<file path="src/rtl/guard_pkg.sv">
package guard_pkg;

    typedef enum logic [1:0] {
        SRC_SYSDIV    = 2'd0,
        SRC_RTC       = 2'd1,
        SRC_LOCAL     = 2'd2,
        SRC_LOCAL_ALT = 2'd3
    } src_e;

    typedef enum logic {
        ST_COUNT = 1'b0,
        ST_BITE  = 1'b1
    } wdg_state_e;

    typedef enum logic [1:0] {
        PAIR_IDLE   = 2'd0,
        PAIR_HAVE_A = 2'd1,
        PAIR_HAVE_B = 2'd2
    } pair_state_e;

endpackage

</file>
<file path="src/rtl/guard_tick_sel.sv">
module guard_tick_sel
    import guard_pkg::*;
#(
    parameter int SYS_DIV = 4
) (
    input  logic       clk,
    input  logic       rst_n,
    input  logic [1:0] cfg_src,
    input  logic       halt,
    input  logic       rtc_tick,
    input  logic       osc_tick,
    output logic       tick
);
    localparam int DW = (SYS_DIV > 2) ? $clog2(SYS_DIV) : 1;
    localparam logic [DW-1:0] DIV_LAST = DW'(SYS_DIV - 1);

    logic [DW-1:0] div_q;
    logic          sys_tick;
    src_e          src_sel;

    assign src_sel = src_e'(cfg_src);

    // prescaler freezes while halted: the system clock is stopped then
    always_ff @(posedge clk or negedge rst_n) begin
        if (!rst_n) begin
            div_q <= '0;
        end else if (!halt) begin
            if (div_q == DIV_LAST) begin
                div_q <= '0;
            end else begin
                div_q <= div_q + DW'(1);
            end
        end
    end

    assign sys_tick = !halt && (div_q == DIV_LAST);

    always_comb begin
        unique case (src_sel)
            SRC_SYSDIV:               tick = sys_tick;
            SRC_RTC:                  tick = rtc_tick;
            SRC_LOCAL, SRC_LOCAL_ALT: tick = osc_tick;
        endcase
    end

endmodule

</file>
<file path="src/rtl/guard_clear_pair.sv">
module guard_clear_pair
    import guard_pkg::*;
(
    input  logic clk,
    input  logic rst_n,
    input  logic dual,
    input  logic flush,
    input  logic clr_one,
    input  logic clr_a,
    input  logic clr_b,
    output logic accept
);
    pair_state_e pair_q, pair_nx;

    always_ff @(posedge clk or negedge rst_n) begin
        if (!rst_n) begin
            pair_q <= PAIR_IDLE;
        end else begin
            pair_q <= pair_nx;
        end
    end

    always_comb begin
        pair_nx = pair_q;
        if (flush || !dual) begin
            pair_nx = PAIR_IDLE;
        end else begin
            unique case (pair_q)
                PAIR_IDLE: begin
                    if (clr_a && !clr_b) begin
                        pair_nx = PAIR_HAVE_A;
                    end else if (clr_b && !clr_a) begin
                        pair_nx = PAIR_HAVE_B;
                    end
                end
                PAIR_HAVE_A: if (clr_b) pair_nx = PAIR_IDLE;
                PAIR_HAVE_B: if (clr_a) pair_nx = PAIR_IDLE;
                default:     pair_nx = PAIR_IDLE;
            endcase
        end
    end

    always_comb begin
        accept = 1'b0;
        if (!flush) begin
            if (!dual) begin
                accept = clr_one;
            end else begin
                unique case (pair_q)
                    PAIR_IDLE:   accept = clr_a && clr_b;
                    PAIR_HAVE_A: accept = clr_b;
                    PAIR_HAVE_B: accept = clr_a;
                    default:     accept = 1'b0;
                endcase
            end
        end
    end

endmodule

</file>
<file path="src/rtl/guard_core.sv">
module guard_core
    import guard_pkg::*;
#(
    parameter int CNT_W     = 4,
    parameter int PULSE_LEN = 4
) (
    input  logic clk,
    input  logic rst_n,
    input  logic tick,
    input  logic accept,
    output logic bite,
    output logic to_flag,
    output logic flush
);
    localparam int PW = $clog2(PULSE_LEN) + 1;
    localparam logic [CNT_W-1:0] CNT_TOP = '1;
    localparam logic [PW-1:0]    P_LAST  = PW'(PULSE_LEN - 1);

    wdg_state_e       state_q, state_nx;
    logic [CNT_W-1:0] cnt_q, cnt_nx;
    logic [PW-1:0]    pcnt_q, pcnt_nx;
    logic             to_q, to_nx;

    always_ff @(posedge clk or negedge rst_n) begin
        if (!rst_n) begin
            state_q <= ST_COUNT;
            cnt_q   <= '0;
            pcnt_q  <= '0;
            to_q    <= 1'b0;
        end else begin
            state_q <= state_nx;
            cnt_q   <= cnt_nx;
            pcnt_q  <= pcnt_nx;
            to_q    <= to_nx;
        end
    end

    always_comb begin
        state_nx = state_q;
        cnt_nx   = cnt_q;
        pcnt_nx  = pcnt_q;
        to_nx    = to_q;
        unique case (state_q)
            ST_COUNT: begin
                if (accept) begin
                    cnt_nx = '0;
                    to_nx  = 1'b0;
                end else if (tick) begin
                    if (cnt_q == CNT_TOP) begin
                        state_nx = ST_BITE;
                        cnt_nx   = '0;
                        pcnt_nx  = '0;
                        to_nx    = 1'b1;
                    end else begin
                        cnt_nx = cnt_q + CNT_W'(1);
                    end
                end
            end
            ST_BITE: begin
                cnt_nx = '0;
                if (pcnt_q == P_LAST) begin
                    state_nx = ST_COUNT;
                    pcnt_nx  = '0;
                end else begin
                    pcnt_nx = pcnt_q + PW'(1);
                end
            end
            default: state_nx = ST_COUNT;
        endcase
    end

    always_comb begin
        bite    = (state_q == ST_BITE);
        flush   = (state_q == ST_BITE);
        to_flag = to_q;
    end

endmodule

</file>
<file path="src/rtl/guard_timer.sv">
module guard_timer
    import guard_pkg::*;
#(
    parameter int CNT_W     = 4,
    parameter int PULSE_LEN = 4,
    parameter int SYS_DIV   = 4
) (
    input  logic       clk,
    input  logic       rst_n,
    input  logic [1:0] cfg_src,
    input  logic       cfg_dual,
    input  logic       halt,
    input  logic       rtc_tick,
    input  logic       osc_tick,
    input  logic       clr_one,
    input  logic       clr_a,
    input  logic       clr_b,
    output logic       bite_rst,
    output logic       timed_out
);
    logic sel_tick;
    logic accept;
    logic flush;

    guard_tick_sel #(.SYS_DIV(SYS_DIV)) u_tick (
        .clk      (clk),
        .rst_n    (rst_n),
        .cfg_src  (cfg_src),
        .halt     (halt),
        .rtc_tick (rtc_tick),
        .osc_tick (osc_tick),
        .tick     (sel_tick)
    );

    guard_clear_pair u_pair (
        .clk     (clk),
        .rst_n   (rst_n),
        .dual    (cfg_dual),
        .flush   (flush),
        .clr_one (clr_one),
        .clr_a   (clr_a),
        .clr_b   (clr_b),
        .accept  (accept)
    );

    guard_core #(.CNT_W(CNT_W), .PULSE_LEN(PULSE_LEN)) u_core (
        .clk     (clk),
        .rst_n   (rst_n),
        .tick    (sel_tick),
        .accept  (accept),
        .bite    (bite_rst),
        .to_flag (timed_out),
        .flush   (flush)
    );

endmodule

</file>
<file path="config.mk">
export PLATFORM = sky130hd
export DESIGN_NAME = guard_timer
export DESIGN_NICKNAME = d
export VERILOG_FILES = /design/src/rtl/guard_pkg.sv /design/src/rtl/guard_tick_sel.sv /design/src/rtl/guard_clear_pair.sv /design/src/rtl/guard_core.sv /design/src/rtl/guard_timer.sv
export SDC_FILE = /design/constraint.sdc
export NUM_CORES = 1
export LEC_CHECK = 0
export BUFFER_PORTS_ARGS = -buffer_cell sky130_fd_sc_hd__buf_4
export CAP_MARGIN = 15
export CORE_ASPECT_RATIO = 1.4
export CORE_MARGIN = 2
export CORE_UTILIZATION = 30
export CTS_CLUSTER_DIAMETER = 60
export CTS_CLUSTER_SIZE = 14
export DETAILED_ROUTE_END_ITERATION = 7
export GPL_ROUTABILITY_DRIVEN = 0
export PLACE_DENSITY_LB_ADDON = 0.2
export SETUP_SLACK_MARGIN = 0.15
export SLEW_MARGIN = 30
export SYNTH_ARGS = -nofsm -noshare
export SYNTH_HDL_FRONTEND = slang
export SYNTH_HIERARCHICAL = 1
export SYNTH_SLANG_ARGS = --single-unit
</file>
<file path="constraint.sdc">
create_clock -name clk -period 2.2 [get_ports clk]
set_clock_uncertainty 0.05 [all_clocks]
set_input_delay 0.11 -clock clk [delete_from_list [all_inputs] [get_ports clk]]
set_output_delay 0.11 -clock clk [all_outputs]
set_load 0.02 [all_outputs]
</file>
==> Word level (Yosys, flattened, before mapping) <==
Cells that the tools add are included.
{ "word_totals": {"elab_cells": 70, "in_bits": 11, "ff_bits": 13} }
{ "op_classes": {"n_addsub": 3, "mux": 28, "n_bitwise": 1, "eq_ne": 15, "n_reduce_logical": 17} }
{ "op_table": {"columns": ["op", "count"], "rows": [
  ["two-way mux 2 bit", 6],
  ["two-way mux 3 bit", 4],
  ["two-way mux 4 bit", 3],
  ["two-way mux 1 bit", 9],
  ["AND reduction 3 bit", 3],
  ["== test 2 bit, second input constant", 4],
  ["one-hot mux 4 bit (2 select lines)", 1],
  ["!= test 3 x 2 -> 1 bit, second input constant", 2],
  ["one-hot mux 1 bit (3 select lines)", 2],
  ["one-hot mux 2 bit (3 select lines)", 1],
  ["one-hot mux 3 bit (2 select lines)", 1],
  ["adder 4 x 1 -> 4 bit, second input constant", 1],
  ["== test 2 x 1 -> 1 bit, second input constant", 2],
  ["== test 4 bit, second input constant", 1],
  ["logical AND 1 bit", 4],
  ["logical NOT 1 bit", 4],
  ["logical NOT 2 bit", 2],
  ["!= test 2 bit, second input constant", 2],
  ["!= test 4 x 1 -> 1 bit, second input constant", 1],
  ["nonzero test 2 bit", 2],
  ["adder 3 x 1 -> 3 bit, second input constant", 1],
  ["== test 3 x 2 -> 1 bit, second input constant", 1],
  ["!= test 3 bit, second input constant", 1],
  ["adder 2 x 1 -> 2 bit, second input constant", 1],
  ["other kinds (5)", 5]
]} }

==> Logic depth before layout (Yosys ltp) <==
{ "depth": {"depth_word": 6, "mapped_depth": 7, "ltp_nobuf": 6} }

==> Modules after synthesis <==
Netlist, hierarchy kept.
{ "by_module_without_submodules": {"columns": ["mod", "instances", "area_each_um2", "cells_per_inst"], "rows": [
  ["guard_core", 1, 475.5, 42],
  ["guard_tick_sel", 1, 116.4, 10],
  ["guard_clear_pair", 1, 107.6, 10]
]} }

==> Least setup slack after synthesis <==
OpenSTA, ideal clock, no wires.
{ "synth_path": {"path_type": "flip-flop to flip-flop", "from": "register u_tick.div_q[0]", "to": "register u_core.pcnt_q[0]", "arrival_time_ns": 1.588, "slack_ns": 0.442, "t_required_ns": 2.030, "path_stages_with_launch": 8, "period_less_slack_ns": 1.758, "cell_sequence": "dfrtp_1 -> ha_1 -> or3b_1 -> a21oi_2 -> buf_6 -> nor2b_4 -> nand4_4 -> a31o_1"} }
{ "synth_between": {"elab_chain_cells": 5} }
{ "synth_rtl": {"columns": ["item", "line", "text"], "rows": [
  ["from (decl)", "guard_tick_sel.sv:17", "logic [DW-1:0] div_q;"],
  ["from (signal assigned)", "guard_tick_sel.sv:31", "div_q <= div_q + DW'(1);"],
  ["== test 2 bit", "guard_tick_sel.sv:36", "assign sys_tick = !halt && (div_q == DIV_LAST);"],
  ["logical AND 1 bit", "guard_tick_sel.sv:36", null],
  ["one-hot mux 1 bit (3 select lines)", "guard_tick_sel.sv:39", "unique case (src_sel)"],
  ["via sel_tick", "guard_timer.sv:21", "logic sel_tick;"],
  ["!= test 2 bit (no source line)", null, null],
  ["AND reduction 3 bit (no source line)", null, null],
  ["to (signal assigned)", "guard_core.sv:33", "pcnt_q <= pcnt_nx;"],
  ["to (decl)", "guard_core.sv:21", "logic [PW-1:0] pcnt_q, pcnt_nx;"]
]} }
The timed path passes the listed nets, and every way through them passes these cells.
A chain may end at the register's enable or synchronous reset.

==> Worst setup path after layout <==
{ "layout_path": {"from": "register u_tick.div_q[0]", "to": "register u_core.pcnt_q[1]"} }
Same word-level chain as after synthesis.

==> results.txt <==
Cell Int Power -> 414.8 uW
# nets final -> 95
Critical path type -> reg -> reg
Final setup vio count -> 0
Final WL -> 1294 um
Min Hold Slack -> 0.02654 ns
Yosys top cell by area -> dfrtp_1
Reg power frac -> 0.521
FMAX -> 577.1 MHz
PwrDens -> 667.2 nW/um^2
# diodes -> 0
Initial antenna violation count -> 0
Post-synthesis sequential area ratio -> 0.4651
Worst-case hold path end point -> u_tick/div_q[0]
Maximum number of pins on one net before global-route repair -> 14
Mapped Cells -> 62
Multi-input logic area -> 346.6 um^2
Clock network power share -> 0.257
Hold WC Path Type -> in -> reg
Worst slew margin -> 0.7736
Status -> completed
Rows -> 20
Clk root buf -> clkbuf_4
Placed cell count -> 95
Post-CTS Resized -> 0
Global-route wire length before repair -> 2166 um
Die width -> 44.81 um
Combinational share of power -> 0.223
Die height -> 61.13 um
Kind of end point of the critical path -> register
Worst r2r dst -> u_core/pcnt_q[1]
DIE AREA -> 2739 um^2
Flops & latches, synth -> 13
CTS tree -> done
GRT Total Usage -> 0.1114
DRT iter0 DRCs -> 14
Final hold violations -> 0
Area share of the largest cell type after synthesis -> 0.4651
Clock slew at reported path FFs -> 0.08 ns
Clock Sinks -> 13
Worst Tran Pin Value -> 0.3396 ns
Critical Path AT -> 1.85 ns
Initial DRT Pass Iterations -> 4
Synthesized area per cell -> 11.28 um^2
H-tree levels -> 1
DRC viols -> 0
Post-CTS Setup Bufs -> 0
Period utilization -> 0.7877
Warnings, synthesis -> 6
Starting Density -> 0.3176
DPL Wire Length -> 945.3 um
Hold buffers post-CTS -> 3
Clk_lat worst skew -> 0.27 ns
Syn Nets -> 76
RSZ-0062 raised after global routing -> false
WHS Path Cells -> 2
Crit Path Max Fanout -> 4
R2R cell count -> 6
Worst VDD drop -> 0.0003496 V
Num CTS Buffers -> 3
Std-Cell Core Area -> 2202 um^2
Share of layout cells above drive strength 1 -> 0.3000
Total gr overflow -> 0
Number of global-route vias before repair -> 526
Sw frac -> 0.2809
Post-route insts no fill -> 102
Layout area overhead -> 23.61%
Final TNS setup -> 0 ns
Input/output buffers -> 12
Mapped Area -> 699.4 um^2
Required @ worst endpoint -> 2.32 ns
Fill cells -> 226
WL/cell -> 12.69 um
Slew Limit Fails -> 0
Sequential Area -> 325.3 um^2
Yosys cell types -> 29
CP Launch Type -> register
Leak -> 0.0004309 uW
Io pins -> 13
Post-route ant nets -> 0
Ranking of synthesized cells by area -> dfrtp_1 47%, ha_1 5.4%, mux2i_1 4.3%
Vias per std cell -> 5.255
R2R setup slack -> 0.47 ns
Clock Path Buffers -> 2
Tmin final -> 1.733 ns
Worst reg2reg startpoint -> u_tick/div_q[0]
HP Start -> halt
Max Cap Violations -> 0
Via Count -> 536
Switching pwr -> 162.0 uW
-- Yosys cell counts, drive strengths merged --
| cell | count |
|---|---|
| nor4 | 3 |
| or3b | 2 |
| o211a | 1 |
| a31oi | 1 |
| buf | 3 |
| nand3 | 1 |
| mux2 | 1 |
| nand2b | 1 |
| nor2b | 3 |
| ha | 3 |
| xor2 | 1 |
| a21o | 1 |
| a31o | 2 |
| nand2 | 3 |
| nand4 | 1 |
| inv | 1 |
| nor3 | 5 |
| dfrtp | 13 |
| a21oi | 5 |
| and4 | 1 |
| mux2i | 3 |
| nor2 | 4 |
| o41ai | 1 |
| and2 | 1 |
| a41oi | 1 |
-- power groups by stage --
stage          clock network [uW]  registers (uW)  logic, uW
2_1_floorplan                   0             298       90.9
3_3_place_gp                    0             304        124
3_5_place_dp                    0             305        125
4_1_cts                       155             300        131
5_1_grt                       166             305        147
6_report                      148             300        128
-- logic make-up (layout without fill, tap and decap cells) --
logic type,count (synthesis),in the layout,synth area share
DFF,13,13,0.4651
muxes,4,4,0.05903
AOI/OAI and AO/OA,12,12,0.1378
adders and majority gates,3,3,0.05367
buffers and inverters,4,22,0.03935
xor gates and xnor gates,1,1,0.01252
and+or+nand+nor,25,25,0.2325
-- worst max-delay path by stage --
stage                               start          endpoint  slack [ns]  cells past startpoint
after global placement    u_tick/div_q[0]  u_core/pcnt_q[0]        0.49                      6
final                     u_tick/div_q[0]  u_core/pcnt_q[1]        0.47                      6
after global routing      u_tick/div_q[0]   u_core/cnt_q[3]        0.34                      6
after floorplan           u_tick/div_q[0]  u_core/pcnt_q[0]        0.44                      7
after CTS                 u_tick/div_q[0]  u_core/pcnt_q[0]        0.45                      6
after detailed placement  u_tick/div_q[0]  u_core/pcnt_q[0]        0.46                      6
-- worst max-delay path: stages (launching register included) --
cell,delay (ns)
dfrtp_1,0.37
ha_1,0.16
or3b_1,0.37
a21oi_2,0.15
nor2b_4,0.17
nand4_4,0.12
a31o_1,0.24
-- cells in the final DEF (no fill, tap or decap), drive strengths merged, types with 2 or more instances in the layout --
| master | synthesis | final |
|---|---|---|
| a21oi | 5 | 5 |
| a31o | 2 | 2 |
| buf | 3 | 14 |
| clkbuf | 0 | 4 |
| dfrtp | 13 | 13 |
| dlygate4sd3 | 0 | 3 |
| ha | 3 | 3 |
| mux2i | 3 | 3 |
| nand2 | 3 | 3 |
| nor2 | 4 | 4 |
| nor2b | 3 | 3 |
| nor3 | 5 | 5 |
| nor4 | 3 | 3 |
| or3b | 2 | 2 |
-- routing by layer --
layer	vias to the layer above	GRT usage	wire length, um
li1	267	-	-
met1	258	0.1259	581
met2	9	0.1863	645
met3	2	0.02639	53
met4	0	0.07143	14
met5	-	0	0
-- state kept, by name, summed over array words and instances (netlist names) --
signal          count
u_tick/div_q        2
u_core/bite         1
u_pair/pair_q       2
u_core/pcnt_q       3
u_core/cnt_q        4
u_core/to_flag      1
-- cell type report --
cell class / instances / area share
inverter: 1 / 0.004342
multi-input combinational: 45 / 0.4009
clock buffer: 4 / 0.03039
sequential: 13 / 0.3763
tap: 22 / 0.03184
timing repair buffer: 17 / 0.1563
-- metrics by stage --
stage	setup WS [ns]	utilization	instance area (um^2)	total power, uW
after detailed placement	0.4647	0.3670	808.3	430.1
final	0.4671	0.3926	864.6	576.8
after global routing	0.3407	0.3926	864.6	617.7
after CTS	0.4486	0.3926	864.6	587.1
after global placement	0.4887	0.3670	808.3	427.4
after floorplan	0.4420	-	699.4	389.0
Note: power is estimated with default switching activity, not from simulation.
